--- src/rtl/cdr_fr_pkg.sv ---
package cdr_fr_pkg;
  typedef enum logic [0:0] {
    LK_REF  = 1'b0,
    LK_DATA = 1'b1
  } lock_mode_e;

  localparam logic [1:0] PWR_ACTIVE = 2'b00;
endpackage

--- src/rtl/cdr_fr_qual.sv ---
module cdr_fr_qual #(
  parameter int DET_CYCLES = 16,
  localparam int CW = $clog2(DET_CYCLES + 1)
) (
  input  logic clk,
  input  logic rst,
  input  logic clear,
  input  logic sig_det,
  input  logic fts_stb,
  output logic ready
);
  logic [CW-1:0] run_q;
  logic          fts_seen_q;

  always_ff @(posedge clk) begin
    if (rst || clear) begin
      run_q      <= '0;
      fts_seen_q <= 1'b0;
    end else begin
      if (!sig_det) run_q <= '0;
      else if (run_q != CW'(DET_CYCLES)) run_q <= run_q + 1'b1;
      if (fts_stb) fts_seen_q <= 1'b1;
    end
  end

  assign ready = (run_q == CW'(DET_CYCLES)) && fts_seen_q;
endmodule

--- src/rtl/cdr_fr_fsm.sv ---
module cdr_fr_fsm
  import cdr_fr_pkg::*;
(
  input  logic       clk,
  input  logic       rst,
  input  logic       auto_en,
  input  logic       sig_det,
  input  logic       eios_stb,
  input  logic [1:0] pwr_state,
  input  logic       ready,
  output lock_mode_e mode_q,
  output lock_mode_e mode_d,
  output logic       qual_clear
);
  logic idle_in_active;
  assign idle_in_active = eios_stb && (pwr_state == PWR_ACTIVE);

  always_comb begin
    mode_d = mode_q;
    if (!auto_en) begin
      mode_d = LK_REF;
    end else begin
      unique case (mode_q)
        LK_REF:  if (sig_det && ready && !idle_in_active) mode_d = LK_DATA;
        LK_DATA: if (!sig_det || idle_in_active) mode_d = LK_REF;
        default: mode_d = LK_REF;
      endcase
    end
  end

  assign qual_clear = !auto_en || (mode_q != LK_REF) || idle_in_active;

  always_ff @(posedge clk) begin
    if (rst) mode_q <= LK_REF;
    else     mode_q <= mode_d;
  end
endmodule

--- src/rtl/cdr_fr_outreg.sv ---
module cdr_fr_outreg
  import cdr_fr_pkg::*;
(
  input  logic       clk,
  input  logic       rst,
  input  logic       auto_en,
  input  lock_mode_e mode_d,
  input  logic       man_ref,
  input  logic       man_data,
  output logic       lock_ref,
  output logic       lock_data
);
  always_ff @(posedge clk) begin
    if (rst) begin
      lock_ref  <= 1'b1;
      lock_data <= 1'b0;
    end else if (!auto_en) begin
      lock_ref  <= man_ref;
      lock_data <= man_data && !man_ref;
    end else begin
      lock_ref  <= (mode_d == LK_REF);
      lock_data <= (mode_d == LK_DATA);
    end
  end
endmodule

--- src/rtl/cdr_fast_recovery.sv ---
module cdr_fast_recovery
  import cdr_fr_pkg::*;
#(
  parameter int DET_CYCLES = 16
) (
  input  logic       clk,
  input  logic       rst,
  input  logic       auto_en,
  input  logic       sig_det,
  input  logic       eios_stb,
  input  logic       fts_stb,
  input  logic [1:0] pwr_state,
  input  logic       man_ref,
  input  logic       man_data,
  output logic       lock_ref,
  output logic       lock_data
);
  logic       ready;
  logic       qual_clear;
  lock_mode_e mode_q;
  lock_mode_e mode_d;

  cdr_fr_qual #(.DET_CYCLES(DET_CYCLES)) u_qual (
    .clk     (clk),
    .rst     (rst),
    .clear   (qual_clear),
    .sig_det (sig_det),
    .fts_stb (fts_stb),
    .ready   (ready)
  );

  cdr_fr_fsm u_fsm (
    .clk        (clk),
    .rst        (rst),
    .auto_en    (auto_en),
    .sig_det    (sig_det),
    .eios_stb   (eios_stb),
    .pwr_state  (pwr_state),
    .ready      (ready),
    .mode_q     (mode_q),
    .mode_d     (mode_d),
    .qual_clear (qual_clear)
  );

  cdr_fr_outreg u_out (
    .clk       (clk),
    .rst       (rst),
    .auto_en   (auto_en),
    .mode_d    (mode_d),
    .man_ref   (man_ref),
    .man_data  (man_data),
    .lock_ref  (lock_ref),
    .lock_data (lock_data)
  );
endmodule

--- config.mk ---
export PLATFORM = sky130hd
export DESIGN_NAME = cdr_fast_recovery
export DESIGN_NICKNAME = d
export VERILOG_FILES = /design/src/rtl/cdr_fr_pkg.sv /design/src/rtl/cdr_fr_qual.sv /design/src/rtl/cdr_fr_fsm.sv /design/src/rtl/cdr_fr_outreg.sv /design/src/rtl/cdr_fast_recovery.sv
export SDC_FILE = /design/constraint.sdc
export NUM_CORES = 1
export LEC_CHECK = 0
export BUFFER_PORTS_ARGS = -buffer_cell sky130_fd_sc_hd__buf_2
export CORE_MARGIN = 8
export CORE_UTILIZATION = 25
export DETAILED_ROUTE_END_ITERATION = 10
export PLACE_DENSITY = 0.5
export RECOVER_POWER = 50
export SETUP_SLACK_MARGIN = 0.05
export SLEW_MARGIN = 20
export SYNTH_ARGS = -nofsm -noshare
export SYNTH_HDL_FRONTEND = slang
export SYNTH_SLANG_ARGS = --single-unit
export TNS_END_PERCENT = 20
--- constraint.sdc ---
create_clock -name clk -period 1.1 [get_ports clk]
set_input_delay 0.22 -clock clk [delete_from_list [all_inputs] [get_ports clk]]
set_output_delay 0.22 -clock clk [all_outputs]
set_load 0.03 [all_outputs]
==> results of run 1 <==
## layer usage
metal  up-vias  track usage  routed length (µm)
met3         2       0.0434                  72
met4         0       0.0309                  19
met5         -            0                   0
met2         9       0.0903                 404
li1        172            -                   -
met1       142       0.0519                 366
## final cells by class
class,instances,share of cell area
multi-input cells,28,0.434
clock buffers,4,0.0454
inverters,2,0.0130
flip-flops and latches,9,0.313
repair buffers,16,0.160
well taps,16,0.0346
## state kept, by name (all words and copies together), names as in the netlist
name               count
u_qual.run_q           5
u_qual.fts_seen_q      1
u_out.lock_ref         1
u_fsm.mode_q           1
u_out.lock_data        1
## worst max-delay path: stages, from the launching register on
cell	delay, ns
dfxtp_2	0.32
inv_2	0.07
ha_4	0.12
and4bb_4	0.28
a21oi_4	0.07
o21ba_1	0.17
## worst max path at each step
| stage | startpoint | to | slack, ns | depth (start not counted) |
|---|---|---|---|---|
| 2_1_floorplan | u_qual.run_q[0] | u_out.lock_ref | 0.01 | 5 |
| 3_3_place_gp | u_qual.run_q[0] | u_out.lock_ref | -0.01 | 5 |
| 5_1_grt | u_qual.run_q[0] | u_qual.run_q[1] | -0.12 | 5 |
| 4_1_cts | u_qual.run_q[0] | u_out.lock_ref | -0.06 | 5 |
| 3_5_place_dp | u_qual.run_q[0] | u_out.lock_ref | -0.06 | 5 |
| 6_report | u_qual.run_q[0] | u_out.lock_ref | -0.05 | 5 |
## cells by family (layout without fill, tap and decap cells)
logic type,after synthesis,after routing,synth area share
AOI/OAI and AO/OA,3,3,0.0592
muxes,1,1,0.0249
adders and majority gates,2,2,0.0623
xor gates and xnor gates,4,4,0.0872
and+or+nand+nor,18,18,0.299
buffers and inverters,2,22,0.0187
DFF,9,9,0.449
## per-stage QoR
step,total power (W),instance area [µm²],worst slack [ns],util,hold WS (ns)
after floorplan,0.000370,403,0.0113,-,0.298
after global placement,0.000400,515,-0.0146,0.342,0.431
after detailed placement,0.000401,515,-0.0565,0.342,0.433
after CTS,0.000661,544,-0.0638,0.361,0.158
after global routing,0.000694,579,-0.118,0.385,0.166
final,0.000651,579,-0.0519,0.385,0.166
## power groups by stage
| stage | logic, W | registers, W | clock network, W |
|---|---|---|---|
| after global placement | 0.0000577 | 0.000342 | 0 |
| after floorplan | 0.0000228 | 0.000348 | 0 |
| after CTS | 0.0000585 | 0.000335 | 0.000268 |
| after global routing | 0.0000675 | 0.000336 | 0.000291 |
| final | 0.0000610 | 0.000336 | 0.000254 |
| after detailed placement | 0.0000582 | 0.000343 | 0 |
## cell usage in the layout, fill, tap and decap left out
cell type | synthesis | routed
inv_2 | 0 | 1
mux2i_1 | 1 | 1
xor2_1 | 2 | 2
dfxtp_2 | 0 | 1
clkbuf_1 | 0 | 1
nand3_1 | 2 | 1
ha_4 | 0 | 2
nand3_2 | 1 | 2
nor2_1 | 6 | 6
or3b_4 | 1 | 1
o21ai_1 | 1 | 1
inv_1 | 2 | 1
and4bb_4 | 1 | 1
a21oi_4 | 0 | 1
buf_2 | 0 | 10
nor3_1 | 3 | 3
nand3b_1 | 1 | 1
dfxtp_1 | 9 | 8
nand2_1 | 1 | 1
nand4b_2 | 1 | 1
clkbuf_4 | 0 | 3
buf_4 | 0 | 5
xnor2_1 | 2 | 2
o21ba_1 | 1 | 1
nor2b_2 | 1 | 1
clkbuf_2 | 0 | 1
==> key figures, run 1 <==
Die
  – Rows: 14
  – DIE HEIGHT: 56.1 µm
  – Die ar.: between 0.003 and 0.004 mm²
  – CORE AREA: 0.00151 mm²
  – I/O Pins: 12
  – Initial Util: 0.267
  – Die Span X: 56.1 µm

STA
  – Setup Viol. Count Final: 3
  – Setup TNS: -0.106 ns
  – Unrepaired setup endpoints after global routing: true
  – Final hold violations: 0
  – Final worst slack: -0.0519 ns
  – Clk_skew: 0.00485 ns
  – Least-Margin Pin Slew: 0.194 ns
  – Final period util: 1.05
  – Slew Viols, Final: 0
  – Relative slew slack: 0.869
  – Maximum clock rate: 868 MHz
  – Fin crit period: 1.15 ns

Power and ir drop
  – Sequential fraction of design power: 0.516
  – Clock share of power: 0.390
  – Worst vdd ir: between 800 and 900 µV
  – Leak pwr: 0.225 nW
  – NetSw: 0.000148 W
  – Sw frac: 0.227
  – Power Internal: 0.000503 W
  – Combinational power share: 0.094
  – Power density over the cells: 1120 mW/mm²

Logic synthesis
  – Post-synth top area share: 0.449
  – Synth Area per Inst: about 10 µm²
  – Synth top cells by count: 9 x dfxtp_1, 6 x nor2_1, 3 x nor3_1
  – Syn_nets: a little over 50
  – Synth async-reset ratio: 0
  – Cell count after synthesis: 39
  – Top cells by area in the synthesized netlist: dfxtp_1 45%, ha_1 6.2%, nor2_1 5.6%
  – Seq/Total Area, Yosys: 0.449
  – Yosys reg bits: 9
  – Main synth FF type: dfxtp_1
  – Most numerous cell in the Yosys netlist: dfxtp_1
  – Area leader, netlist: dfxtp_1
  – Syn Std Cell Area: 402 µm²
  – Synth unique cells: 19
  – Post-synth EDFFs: 0
  – Synth warn: 0

Clocking
  – CTS Buf Count: 3
  – Worst-skew pair later-pin latency: 0.26 ns
  – CTS Hold Bufs: 0
  – Post-CTS sizing: 1
  – Clk root buf: clkbuf_4
  – Clock H-tree levels: 1
  – Post-CTS setup buffer count: 0
  – Worst-path clk slew: 0.06 ns
  – CTS sink cnt: 9
  – CTS tree: done
  – Clock Tree Buf Depth: 2

Setup path
  – Setup slack, reg-to-reg: -0.05 ns
  – Worst Path Required: 1.25 ns
  – R2r startpoint: u_qual.run_q[0]
  – Crit Path Category: flop to flop
  – Worst reg-to-reg path cell count: 5
  – Reg2reg end: u_out.lock_ref
  – Crit Path Max Fanout: 4
  – CP Launch Type: flop
  – Data arrival, critical path: 1.30 ns
  – CP endpoint kind: flop

Worst hold path
  – Hold Path Cell Cnt: 3
  – Worst Hold Path EP: u_out.lock_data
  – Hold/Removal Path Class: input port to flop
  – Worst hold start: man_data

Routing
  – DRT iter0 DRCs: 3
  – Total Wirelength: around 860 µm
  – DR vias: 325
  – ANT nets after route: 0
  – Per-cell routed wire length: around 11 µm
  – Vias/cell: 4.33
  – Residual DRC: 0
  – Pre-antenna DRT Iters: 2

Cells and area
  – N_diodes: 0
  – Fill count: 160
  – Final std cells w/o fill: 75
  – Register Area: 181 µm²
  – Multi-input logic area: ~250 µm²
  – Final nets: between 70 and 80
  – Synth-to-Final Area Change: 44.2%
  – Fraction of layout cells with a size suffix above 1: 0.508

Global routing
  – Vias in the first global route: 325
  – Pin count of the biggest net entering global routing: 6
  – Initial antenna violation count: 0
  – Total global routing overflow: 0
  – GRT Overall Usage: 0.0571
  – First-pass GRT wire length: 1410 µm

Run status
  – Failing checks: setup timing
  – Status: complete, but fails checks

Placed design
  – Inst Count DP: just over 70
  – IO buf count: 11
  – Gp weighted congestion: 0.648
  – HPWL Detailed: 663 µm

Job
  – Total of max-cap violations: 0
No activity file was read; power rests on OpenSTA's default activity.
==> run 2, diff against run 1 <==
--- a/config.mk
+++ b/config.mk
@@ -12,8 +12,8 @@
 export PLACE_DENSITY = 0.5
 export RECOVER_POWER = 50
 export SETUP_SLACK_MARGIN = 0.05
+export SKIP_CTS_REPAIR_TIMING = 1
 export SLEW_MARGIN = 20
 export SYNTH_ARGS = -nofsm -noshare
 export SYNTH_HDL_FRONTEND = slang
 export SYNTH_SLANG_ARGS = --single-unit
-export TNS_END_PERCENT = 20
==> run 2 against run 1 <==
Compared with the run above:
- the run still ends with setup timing left
- sequential power about the same
- clock power about the same
- register-to-register slack about the same
==> key figures, run 2 (same netlist as run 1, synthesis figures left out) <==
Setup path
  – Slowest CP cell: dfxtp_2
  – R2r startpoint: u_qual.run_q[0]
  – Crit-path cells: inv_2 > ha_4 > and4bb_4 > a21oi_4 > o21ba_1
  – Worst Path Required: between 1 and 1.5 ns
  – CP endpoint kind: flop
  – Crit Path Max Fanout: 4
  – Crit Path Category: flop to flop
  – Worst Path Buf+Inv: 1
  – Data arrival, critical path: 1.30 ns
  – Setup slack, reg-to-reg: -0.05 ns
  – Largest stage delay on the critical path: 0.32 ns
  – Reg2reg end: u_out.lock_ref
  – Cell family with most CP delay: flip-flops
  – CP Launch Type: flop
  – Worst reg-to-reg path cell count: 5

Cells and area
  – Max reg flops: 5
  – Commonest non-fill, non-tap cell in the layout: buf_2
  – Fill count: 159
  – Final nets: 72
  – Biggest register: u_qual.run_q
  – Synth-to-Final Area Change: 44.2%
  – Fin area: approximately 580 µm²
  – Fraction of layout cells with a size suffix above 1: 0.508
  – N_diodes: 0
  – Most frequent cells in the layout: 10 x buf_2, 8 x dfxtp_1, 6 x nor2_1

Global routing
  – First-pass GRT wire length: 1360 µm
  – Pin count of the biggest net entering global routing: 6
  – GRT Overall Usage: 0.0553
  – Initial antenna violation count: 0
  – Total global routing overflow: 0
  – Vias in the first global route: just over 300

Placed design
  – Placed Area: 515 µm²
  – Gp weighted congestion: ~0.65
  – HPWL Detailed: approximately 660 µm
  – Place WS: -0.0565 ns
  – IO buf count: 11

Clocking
  – CTS Buf Count: 3
  – Clock H-tree levels: 1
  – Clk root buf: clkbuf_4
  – CTS tree: done
  – Worst-skew pair later-pin latency: 0.26 ns
  – CTS sink cnt: 9
  – Clock Tree Buf Depth: 2
  – Worst-path clk slew: 0.06 ns

Die
  – I/O Pins: 12
  – DIE HEIGHT: ~56 µm
  – Die Span X: 56.1 µm
  – Die ar.: around 0.0031 mm²
  – Rows: 14
  – CORE AREA: roughly 0.0015 mm²
  – Initial Util: 0.267

STA
  – Final hold violations: 0
  – Least-Margin Pin Slew: 0.197 ns
  – Final period util: 1.05
  – Setup Viol. Count Final: 3
  – Relative slew slack: 0.868
  – Clk_skew: 0.00501 ns
  – Fin crit period: 1.15 ns
  – Min Hold Slack: 0.165 ns
  – Slew Viols, Final: 0
  – Unrepaired setup endpoints after global routing: true
  – Setup TNS: -0.106 ns
  – Final worst slack: -0.0517 ns
  – Maximum clock rate: about 870 MHz

Routing
  – Per-cell routed wire length: roughly 11 µm
  – ANT nets after route: 0
  – Residual DRC: 0
  – DRT iter0 DRCs: 4
  – DR vias: between 300 and 400
  – Pre-antenna DRT Iters: 4
  – Vias/cell: 4.29
  – Total Wirelength: 845 µm

Run status
  – Status: complete, but fails checks
  – Failing checks: setup timing

Power and ir drop
  – Power density over the cells: 1130 mW/mm²
  – Worst vdd ir: 848 µV
  – Leak pwr: 0.225 nW

Job
  – Total of max-cap violations: 0

Worst hold path
  – Worst Hold Path EP: u_out.lock_data
  – Hold/Removal Path Class: input port to flop
  – Worst hold start: man_data
  – Hold Path Cell Cnt: 3
## run 2: how the worst max path moves through the flow
stage	from	endpoint	slack [ns]	depth (start not counted)
floorplan	u_qual.run_q[0]	u_out.lock_ref	0.01	5
global placement	u_qual.run_q[0]	u_out.lock_ref	-0.01	5
detailed placement	u_qual.run_q[0]	u_out.lock_ref	-0.06	5
CTS	u_qual.run_q[0]	u_out.lock_ref	-0.06	5
global route	u_qual.run_q[0]	u_qual.run_q[1]	-0.12	5
finish	u_qual.run_q[0]	u_out.lock_ref	-0.05	5
## run 2: area by class of cell
class | instances | area, µm² | share of cell area
sequential | 9 | 181 | 0.313
inverter | 2 | 7.51 | 0.0130
multi-input combinational | 28 | 251 | 0.434
timing repair buffer | 16 | 92.6 | 0.160
clock buffer | 4 | 26.3 | 0.0454
tap | 16 | 20.0 | 0.0346
## run 2: power breakdown
| part | switching, W | internal (W) | total (W) | leakage [nW] |
|---|---|---|---|---|
| Combinational | 0.0000298 | 0.0000313 | 0.0000611 | 0.137 |
| Clock | 0.000115 | 0.000140 | 0.000255 | 0.0150 |
| Sequential | 0.00000383 | 0.000332 | 0.000336 | 0.0735 |
## run 2: stage by stage
step | cells | total power (W) | utilization
2_1_floorplan | 39 | 0.000370 | -
3_3_place_gp | 71 | 0.000400 | 0.342
3_5_place_dp | 71 | 0.000401 | 0.342
4_1_cts | 75 | 0.000661 | 0.360
5_1_grt | 75 | 0.000694 | 0.385
6_report | 75 | 0.000652 | 0.385
## run 2: tightest hold or removal path, delay by kind of cell
kind | cells | cell delay (ns)
AO/OA/AOI/OAI | 1 | 0.06
buffers and inverters | 1 | 0.07
AND/OR/NAND/NOR | 1 | 0.04
## run 2: per-layer routing
metal  track usage  part of all wire
met2        0.0840              0.47
met3        0.0434             0.085
met4        0.0309             0.022
met1        0.0519              0.42
met5             0                 0
